`config.mk`:
```
export PLATFORM = sky130hd
export DESIGN_NAME = lm_load_merge
export DESIGN_NICKNAME = d
export VERILOG_FILES = /design/src/rtl/lm_pkg.sv /design/src/rtl/lm_decode.sv /design/src/rtl/lm_lane_extract.sv /design/src/rtl/lm_unaligned_merge.sv /design/src/rtl/lm_load_merge.sv
export SDC_FILE = /design/constraint.sdc
export NUM_CORES = 1
export LEC_CHECK = 0
export ABC_CLOCK_PERIOD_IN_PS = 2700
export BUFFER_PORTS_ARGS = -buffer_cell sky130_fd_sc_hd__buf_2
export CAP_MARGIN = 40
export CORE_UTILIZATION = 53
export CTS_BUF_LIST = sky130_fd_sc_hd__clkbuf_4 sky130_fd_sc_hd__clkbuf_8 sky130_fd_sc_hd__clkbuf_16
export DETAILED_ROUTE_END_ITERATION = 6
export PLACE_DENSITY = 0.79
export RECOVER_POWER = 25
export SETUP_SLACK_MARGIN = 0.5
export SYNTH_ARGS = -nofsm -noshare
export SYNTH_HDL_FRONTEND = slang
export SYNTH_SLANG_ARGS = --single-unit
```
`constraint.sdc`:
```
create_clock -name clk -period 2.7 [get_ports clk]
set_input_delay 0.81 -clock clk [delete_from_list [all_inputs] [get_ports clk]]
set_output_delay 0.81 -clock clk [all_outputs]
set_load 0.01 [all_outputs]
```
`src/rtl/lm_pkg.sv`:
```
package lm_pkg;

   localparam int OPC_W = 6;

   localparam logic [OPC_W-1:0] OPC_BYTE_S  = 6'd32;
   localparam logic [OPC_W-1:0] OPC_HALF_S  = 6'd33;
   localparam logic [OPC_W-1:0] OPC_LEFT    = 6'd34;
   localparam logic [OPC_W-1:0] OPC_WORD    = 6'd35;
   localparam logic [OPC_W-1:0] OPC_BYTE_U  = 6'd36;
   localparam logic [OPC_W-1:0] OPC_HALF_U  = 6'd37;
   localparam logic [OPC_W-1:0] OPC_RIGHT   = 6'd38;
   localparam logic [OPC_W-1:0] OPC_LINKED  = 6'd48;

   typedef enum logic [2:0] {
      K_NONE   = 3'd0,
      K_BYTE_S = 3'd1,
      K_BYTE_U = 3'd2,
      K_HALF_S = 3'd3,
      K_HALF_U = 3'd4,
      K_WORD   = 3'd5,
      K_LEFT   = 3'd6,
      K_RIGHT  = 3'd7
   } ld_kind_e;

endpackage

```
`src/rtl/lm_decode.sv`:
```
module lm_decode
   import lm_pkg::*;
(
   input  logic [OPC_W-1:0] opc,
   output ld_kind_e         kind,
   output logic             is_merge
);

   always_comb begin
      unique case (opc)
         OPC_BYTE_S: kind = K_BYTE_S;
         OPC_BYTE_U: kind = K_BYTE_U;
         OPC_HALF_S: kind = K_HALF_S;
         OPC_HALF_U: kind = K_HALF_U;
         OPC_WORD,
         OPC_LINKED: kind = K_WORD;
         OPC_LEFT:   kind = K_LEFT;
         OPC_RIGHT:  kind = K_RIGHT;
         default:    kind = K_NONE;
      endcase
   end

   assign is_merge = (kind == K_LEFT) || (kind == K_RIGHT);

endmodule

```
`src/rtl/lm_lane_extract.sv`:
```
module lm_lane_extract
   import lm_pkg::*;
#(
   parameter int BYTE_W = 8,
   parameter int LANES  = 4
) (
   input  ld_kind_e                     kind,
   input  logic [$clog2(LANES)-1:0]     lane,
   input  logic [BYTE_W*LANES-1:0]      word,
   output logic [BYTE_W*LANES-1:0]      ext
);

   localparam int DW = BYTE_W * LANES;
   localparam int HW = 2 * BYTE_W;
   localparam int HL = LANES / 2;
   localparam int AW = $clog2(LANES);

   logic [BYTE_W-1:0] byte_q [LANES];
   logic [HW-1:0]     half_q [HL];
   logic [BYTE_W-1:0] sel_byte;
   logic [HW-1:0]     sel_half;

   // big-endian numbering: lane 0 is the most significant byte
   for (genvar b = 0; b < LANES; b++) begin : g_byte
      assign byte_q[b] = word[(LANES-1-b)*BYTE_W +: BYTE_W];
   end

   for (genvar h = 0; h < HL; h++) begin : g_half
      assign half_q[h] = word[(HL-1-h)*HW +: HW];
   end

   assign sel_byte = byte_q[lane];
   assign sel_half = half_q[lane[AW-1:1]];

   always_comb begin
      unique case (kind)
         K_BYTE_S: ext = {{(DW-BYTE_W){sel_byte[BYTE_W-1]}}, sel_byte};
         K_BYTE_U: ext = {{(DW-BYTE_W){1'b0}}, sel_byte};
         K_HALF_S: ext = {{(DW-HW){sel_half[HW-1]}}, sel_half};
         K_HALF_U: ext = {{(DW-HW){1'b0}}, sel_half};
         default:  ext = word;
      endcase
   end

endmodule

```
`src/rtl/lm_unaligned_merge.sv`:
```
module lm_unaligned_merge #(
   parameter int BYTE_W = 8,
   parameter int LANES  = 4
) (
   input  logic                         from_right,
   input  logic [$clog2(LANES)-1:0]     shift,
   input  logic [BYTE_W*LANES-1:0]      word,
   input  logic [BYTE_W*LANES-1:0]      old,
   output logic [BYTE_W*LANES-1:0]      merged
);

   localparam int DW = BYTE_W * LANES;

   logic [DW-1:0] left_c  [LANES];
   logic [DW-1:0] right_c [LANES];

   // one candidate per byte offset, then a single mux on the offset
   for (genvar k = 0; k < LANES; k++) begin : g_off
      if (k == 0) begin : g_zero
         assign left_c[k]  = word;
         assign right_c[k] = old;
      end else begin : g_nz
         assign left_c[k]  = {word[DW-1-k*BYTE_W:0], old[k*BYTE_W-1:0]};
         assign right_c[k] = {old[DW-1 -: (LANES-k)*BYTE_W],
                              word[DW-1 -: k*BYTE_W]};
      end
   end

   assign merged = from_right ? right_c[shift] : left_c[shift];

endmodule

```
`src/rtl/lm_load_merge.sv`:
```
module lm_load_merge
   import lm_pkg::*;
#(
   parameter int BYTE_W = 8,
   parameter int LANES  = 4,
   parameter int IDX_W  = 5
) (
   input  logic                         clk,
   input  logic                         rst,
   input  logic                         req_valid,
   input  logic [5:0]                   req_opc,
   input  logic [$clog2(LANES)-1:0]     req_addr_lo,
   input  logic [BYTE_W*LANES-1:0]      req_mem,
   input  logic [BYTE_W*LANES-1:0]      req_old,
   input  logic [IDX_W-1:0]             req_idx,
   output logic                         wb_valid,
   output logic [IDX_W-1:0]             wb_idx,
   output logic [BYTE_W*LANES-1:0]      wb_data
);

   localparam int DW = BYTE_W * LANES;

   if (BYTE_W < 1) begin : g_chk_byte
      $error("lm_load_merge: BYTE_W must be at least 1");
   end
   if (LANES < 4 || (LANES & (LANES - 1)) != 0) begin : g_chk_lanes
      $error("lm_load_merge: LANES must be a power of two, at least 4");
   end
   if (IDX_W < 1) begin : g_chk_idx
      $error("lm_load_merge: IDX_W must be at least 1");
   end

   ld_kind_e       kind;
   logic           is_merge;
   logic [DW-1:0]  ext_d;
   logic [DW-1:0]  mrg_d;

   lm_decode u_dec (
      .opc      (req_opc),
      .kind     (kind),
      .is_merge (is_merge)
   );

   lm_lane_extract #(.BYTE_W(BYTE_W), .LANES(LANES)) u_ext (
      .kind (kind),
      .lane (req_addr_lo),
      .word (req_mem),
      .ext  (ext_d)
   );

   lm_unaligned_merge #(.BYTE_W(BYTE_W), .LANES(LANES)) u_mrg (
      .from_right (kind == K_RIGHT),
      .shift      (req_addr_lo),
      .word       (req_mem),
      .old        (req_old),
      .merged     (mrg_d)
   );

   // stage 1: both formatted candidates registered
   logic           s1_valid;
   logic           s1_merge;
   logic [IDX_W-1:0] s1_idx;
   logic [DW-1:0]  s1_ext;
   logic [DW-1:0]  s1_mrg;

   always_ff @(posedge clk) begin
      if (rst) begin
         s1_valid <= 1'b0;
         s1_merge <= 1'b0;
         s1_idx   <= '0;
         s1_ext   <= '0;
         s1_mrg   <= '0;
      end else begin
         s1_valid <= req_valid && (kind != K_NONE);
         s1_merge <= is_merge;
         s1_idx   <= req_idx;
         s1_ext   <= ext_d;
         s1_mrg   <= mrg_d;
      end
   end

   // stage 2: final select and write-back register, index 0 squashed
   always_ff @(posedge clk) begin
      if (rst) begin
         wb_valid <= 1'b0;
         wb_idx   <= '0;
         wb_data  <= '0;
      end else begin
         wb_valid <= s1_valid && (s1_idx != '0);
         wb_idx   <= s1_idx;
         wb_data  <= s1_merge ? s1_mrg : s1_ext;
      end
   end

endmodule

```
Yosys cells after proc, flatten, opt, wreduce, memory -nomap -nowiden
Index checks and enable logic that the tools add are counted.
{"block": "totals", "register_bits": 109, "input_bits": 80, "out_inout_bits": 38, "elab_cells": 48}
{"block": "op_classes", "order_cmp": 2, "n_eq_ne": 14, "n_mux": 16, "bitwise_logic": 2, "n_reduce_logical": 6}
{"cell": "32-bit two-way mux", "count": 6}
{"cell": "32-bit binary-select mux with 2-bit select", "count": 2}
{"cell": "32-bit case mux with 4 select lines", "count": 1}
{"cell": "6-bit equality test, second input constant", "count": 8}
{"cell": "16-bit two-way mux", "count": 3}
{"cell": "3-bit case mux with 7 select lines", "count": 1}
{"cell": "8-bit binary-select mux with 2-bit select", "count": 1}
{"cell": "8-bit two-way mux", "count": 2}
{"cell": "3-bit equality test, second input constant", "count": 3}
{"cell": "3-bit by 2-bit equality test with 1-bit output, second input constant", "count": 2}
{"cell": "5-bit nonzero test", "count": 1}
{"cell": "3-bit by 1-bit equality test with 1-bit output, second input constant", "count": 1}
{"cell": "3-bit >= comparator, second input constant", "count": 1}
{"cell": "2-bit NOT with 3-bit output", "count": 1}
{"cell": "3-bit nonzero test", "count": 1}
{"cell": "2-bit >= comparator, second input constant", "count": 1}
{"cell": "1-bit logical AND", "count": 2}
{"cell": "1-bit NOT with 2-bit output", "count": 1}
{"cell": "2-bit OR reduction", "count": 1}
{"cell": "1-bit logical OR", "count": 1}

Longest topological paths before layout
{"block": "logic_depth", "word_depth": 5, "ltp_mapped": 7, "depth_no_buf": 4}

Hierarchy
A second synthesis with hierarchy kept.
{"block": "hier_totals", "cells_unflattened": 590, "hier_area_um2": 5685.5}
{"module": "lm_load_merge", "n_inst": 1, "cells_each": 271, "area_each_um2": 3254.4, "seq_area_each_um2": 2182.1}
{"module": "lm_unaligned_merge", "n_inst": 1, "cells_each": 180, "area_each_um2": 1406.3, "seq_area_each_um2": 0.0}
{"module": "lm_lane_extract", "n_inst": 1, "cells_each": 122, "area_each_um2": 902.1, "seq_area_each_um2": 0.0}
{"module": "lm_decode", "n_inst": 1, "cells_each": 17, "area_each_um2": 122.6, "seq_area_each_um2": 0.0}

Worst setup path after synthesis
OpenSTA, ideal clock, no wires.
{"block": "synth_path", "kind": "input -> register", "startpoint": "in req_addr_lo[0]", "endpoint": "reg s1_ext[0]", "setup_ns": 0.122, "arrival_time_ns": 2.034, "t_required_ns": 2.578, "setup_slack_ns": 0.545, "path_stages": 7, "path_buffers": 3, "path_cell_list": "buf_6 > buf_6 > buf_4 > mux2_2 > mux2i_1 > nor2_1 > a221o_1"}
{"block": "synth_between", "elab_chain_cells": 5}
{"element": "start: declaration", "line": "lm_load_merge.sv:12", "source": "input logic [$clog2(LANES)-1:0] req_addr_lo,"}
{"element": "2-bit NOT with 3-bit output (implied by the code)", "line": "lm_lane_extract.sv:32", "source": "assign sel_byte = byte_q[lane];"}
{"element": "8-bit binary-select mux with 2-bit select", "line": "lm_lane_extract.sv:32"}
{"element": "8-bit two-way mux (implied by the code) (2 in a row)", "line": "lm_lane_extract.sv:32"}
{"element": "32-bit case mux with 4 select lines", "line": "lm_lane_extract.sv:36", "source": "unique case (kind)"}
{"element": "end signal: assignment", "line": "lm_load_merge.sv:77", "source": "s1_ext <= ext_d;"}
{"element": "end: declaration", "line": "lm_load_merge.sv:63", "source": "logic [DW-1:0] s1_ext;"}
Every way passes these cells. The select of a mux whose other input is x is not followed.
A chain may end at the register's enable or synchronous reset.

==> impl_metrics.toml <==
[run_status]
outcome = "complete, no violations"

[power_and_ir_drop]
powerDensity_mw_per_mm2 = 554.0
ir_drop_v = 0.0002778
power_leakage_nw = 2.577

[detailed_routing]
wl_microns = 12310
drt-initial-drc-count = 213
num_vias = 4069
ant_nets = 0
wl_per_cell_microns = 18.02
drc = 0
vias_per_cell = 5.958
drtPass1Iterations = 5

[synth]
synth_nets = 542
synth_edf_count = 0
synth_area_sq_mm = 0.004778
ys.flop_type = "dfxtp_1"
syn_inst = 462
synth-async-reset-ratio_pct = 0
synth-adder-area-share_pct = 0
ys_warn_count = 0
synth_cell_types = 33
ys_ff_latch = 109
synth_compound_gate_area_share_pct = 12.83
synth_top_family_by_area = "multiplexers"
synth_xor_area_share_pct = 0
postSynthAreaPerCell_sq_um = 10.34
yosysSeqAreaShare_pct = 45.67
synthSimpleGateAreaFrac_pct = 13.64
synthMuxAreaShare_pct = 23.15

[critical_path]
critical_path_class = "input pin to flop"
crit_arrival_ns = 2.41
worstPathMaxFanout = 44
worstPathRequired_ns = 2.98
cp-end-kind = "flop"
r2r_cells = 3
startpoint_type = "input pin"

[floorplan]
rows = 34
io_pins = 118
dieArea_sq_mm = 0.009399
core_sq_mm = 0.008721
start_util_pct = 54.79
die_w_microns = 96.95
die_y_microns = 96.95

[clocking]
clkLatencyLatePin_ns = 0.38
numClockSinks = 109
numCtsBuffers = 9
hold_buffers = 0
clockRootBuffer = "clkbuf_8"
cts_setup_buffers = 0
htreeDepth = 3
path_clk_slew_ns = 0.10
cts_buffer_depth = 2
cts_tree = "yes"

[job]
max_cap_viol_count = 0

[cells_and_area]
final_cell_mix = "buf_2 (116), dfxtp_1 (109), nor2_1 (75)"
post-route-cell-area_sq_mm = 0.005643
mostFrequentLayoutCell = "buf_2"
area_growth_pct = 18.09
num-nets-final = 650
drive_gt1_share_pct = 33.04
nFillCells = 711
antenna_cells = 0

[sta]
setup_viol = 0
worst_slack_ns = 0.5687
finalHoldViolations = 0
final_max_slew_viol_count = 0
fmax_ghz = 0.4692
rsz0062_at_grt = "no"
tightestPinTransition_ns = 0.9285
finalSetupTns_ns = 0
slew_headroom_pct = 38.10
fin_crit_sh_pct = 78.94
period_minus_slack_ns = 2.131
worst_clock_skew_ns = 0.007985

[placed_design]
hpwl_microns = 8815
dpl_worst_slack_ns = 0.2449
globalplace.congestion = 0.8977
port_buffers = 117
placed_area_sq_mm = 0.005469

[global_route]
grt_max_degree = 45
grt_pass1_wl_microns = 19600
grt_usage_pct = 26.80
grt_pass1_vias = 3876
grt_overflow = 0
antenna_found_initial = 0

[min_path]
hold_path_depth = 2
hp-class = "flop to flop"
## power breakdown
| group | switching, mW | total (mW) | internal (mW) |
|---|---|---|---|
| Combinational | 0.247 | 0.470 | 0.223 |
| Sequential | 0.0247 | 1.73 | 1.70 |
| Clock | 0.559 | 0.929 | 0.370 |
| Total | 0.831 | 3.13 | 2.30 |
## sequential cells by signal, indices dropped and copies added (netlist names)
name and cells:
s1_ext 32, s1_mrg 32, wb_data 32, s1_idx 5
wb_idx 5, s1_merge 1, s1_valid 1, wb_valid 1
## path summary, 6_finish.rpt
check	startpoint	to	slack, ns
worst min-delay path	s1_ext[13]	wb_data[13]	0.46
worst max-delay path	rst	s1_ext[28]	0.57
worst min register to register	s1_ext[13]	wb_data[13]	0.46
worst max register to register	s1_merge	wb_data[18]	0.58
## cell usage after synthesis (2+ instances only)
library cell,instances,area share [%]
mux2i_1,52,11
a21o_1,16,2.5
a311oi_1,16,2.9
nand2_1,27,2.1
dfxtp_1,109,46
buf_1,7,0.55
o32ai_1,8,1.5
buf_4,4,0.63
a221o_1,8,1.7
buf_2,9,0.94
or3_1,2,0.26
mux4_2,17,8.0
nand4bb_1,2,0.47
nand3_1,8,0.84
a22oi_1,8,1.3
mux2_2,18,4.2
inv_1,6,0.47
clkbuf_1,15,1.2
buf_6,4,0.94
nor2b_1,18,2.4
a21oi_1,14,1.5
nor2_1,75,5.9
o21ai_0,9,0.94
## per-layer routing
metal / part of all wire [%] / GRT usage, %
met3: 9.1 / 4.913
met4: 3.0 / 10.56
met5: 0 / 0
met2: 47 / 43.50
met1: 41 / 35.41
## per-stage QoR
step	total power [mW]	std cells	hold WS (ns)	utilization, %
6_report	3.126	683	0.4608	64.71
5_1_grt	3.243	683	0.4829	64.71
4_1_cts	3.131	683	0.4635	64.81
3_5_place_dp	2.228	667	0.4417	62.71
3_3_place_gp	2.211	666	0.4428	62.58
2_1_floorplan	2.044	462	0.4287	-
## cell type report
class                      count  area, sq um  share of cell area (%)
inverter                       6        22.52                  0.3991
clock buffer                  10        137.6                   2.439
multi-input combinational    308         2371                   42.02
sequential                   109         2182                   38.67
tap                          108        135.1                   2.395
clock inverter                 6        45.04                  0.7982
timing repair buffer         136        749.5                   13.28
## cells by family (layout without fill, tap and decap cells)
group                  count (synthesis)  count (layout)
and+or+nand+nor                      141             141
buffers and inverters                 45             158
DFF                                  109             109
AOI/OAI and AO/OA                     80              80
muxes                                 87              87
## timing repair
item                                    CTS  global route
endpoints found under the setup margin    0             1
endpoints found under the hold margin     0             0
gates resized for setup                   0             1
## worst max-delay path, cell delays in order
cell	delay, ns
buf_2	0.34
clkbuf_2	0.79
a2111oi_4	0.03
buf_4	0.25
a21o_1	0.17
(Power assumes the default switching activity.)
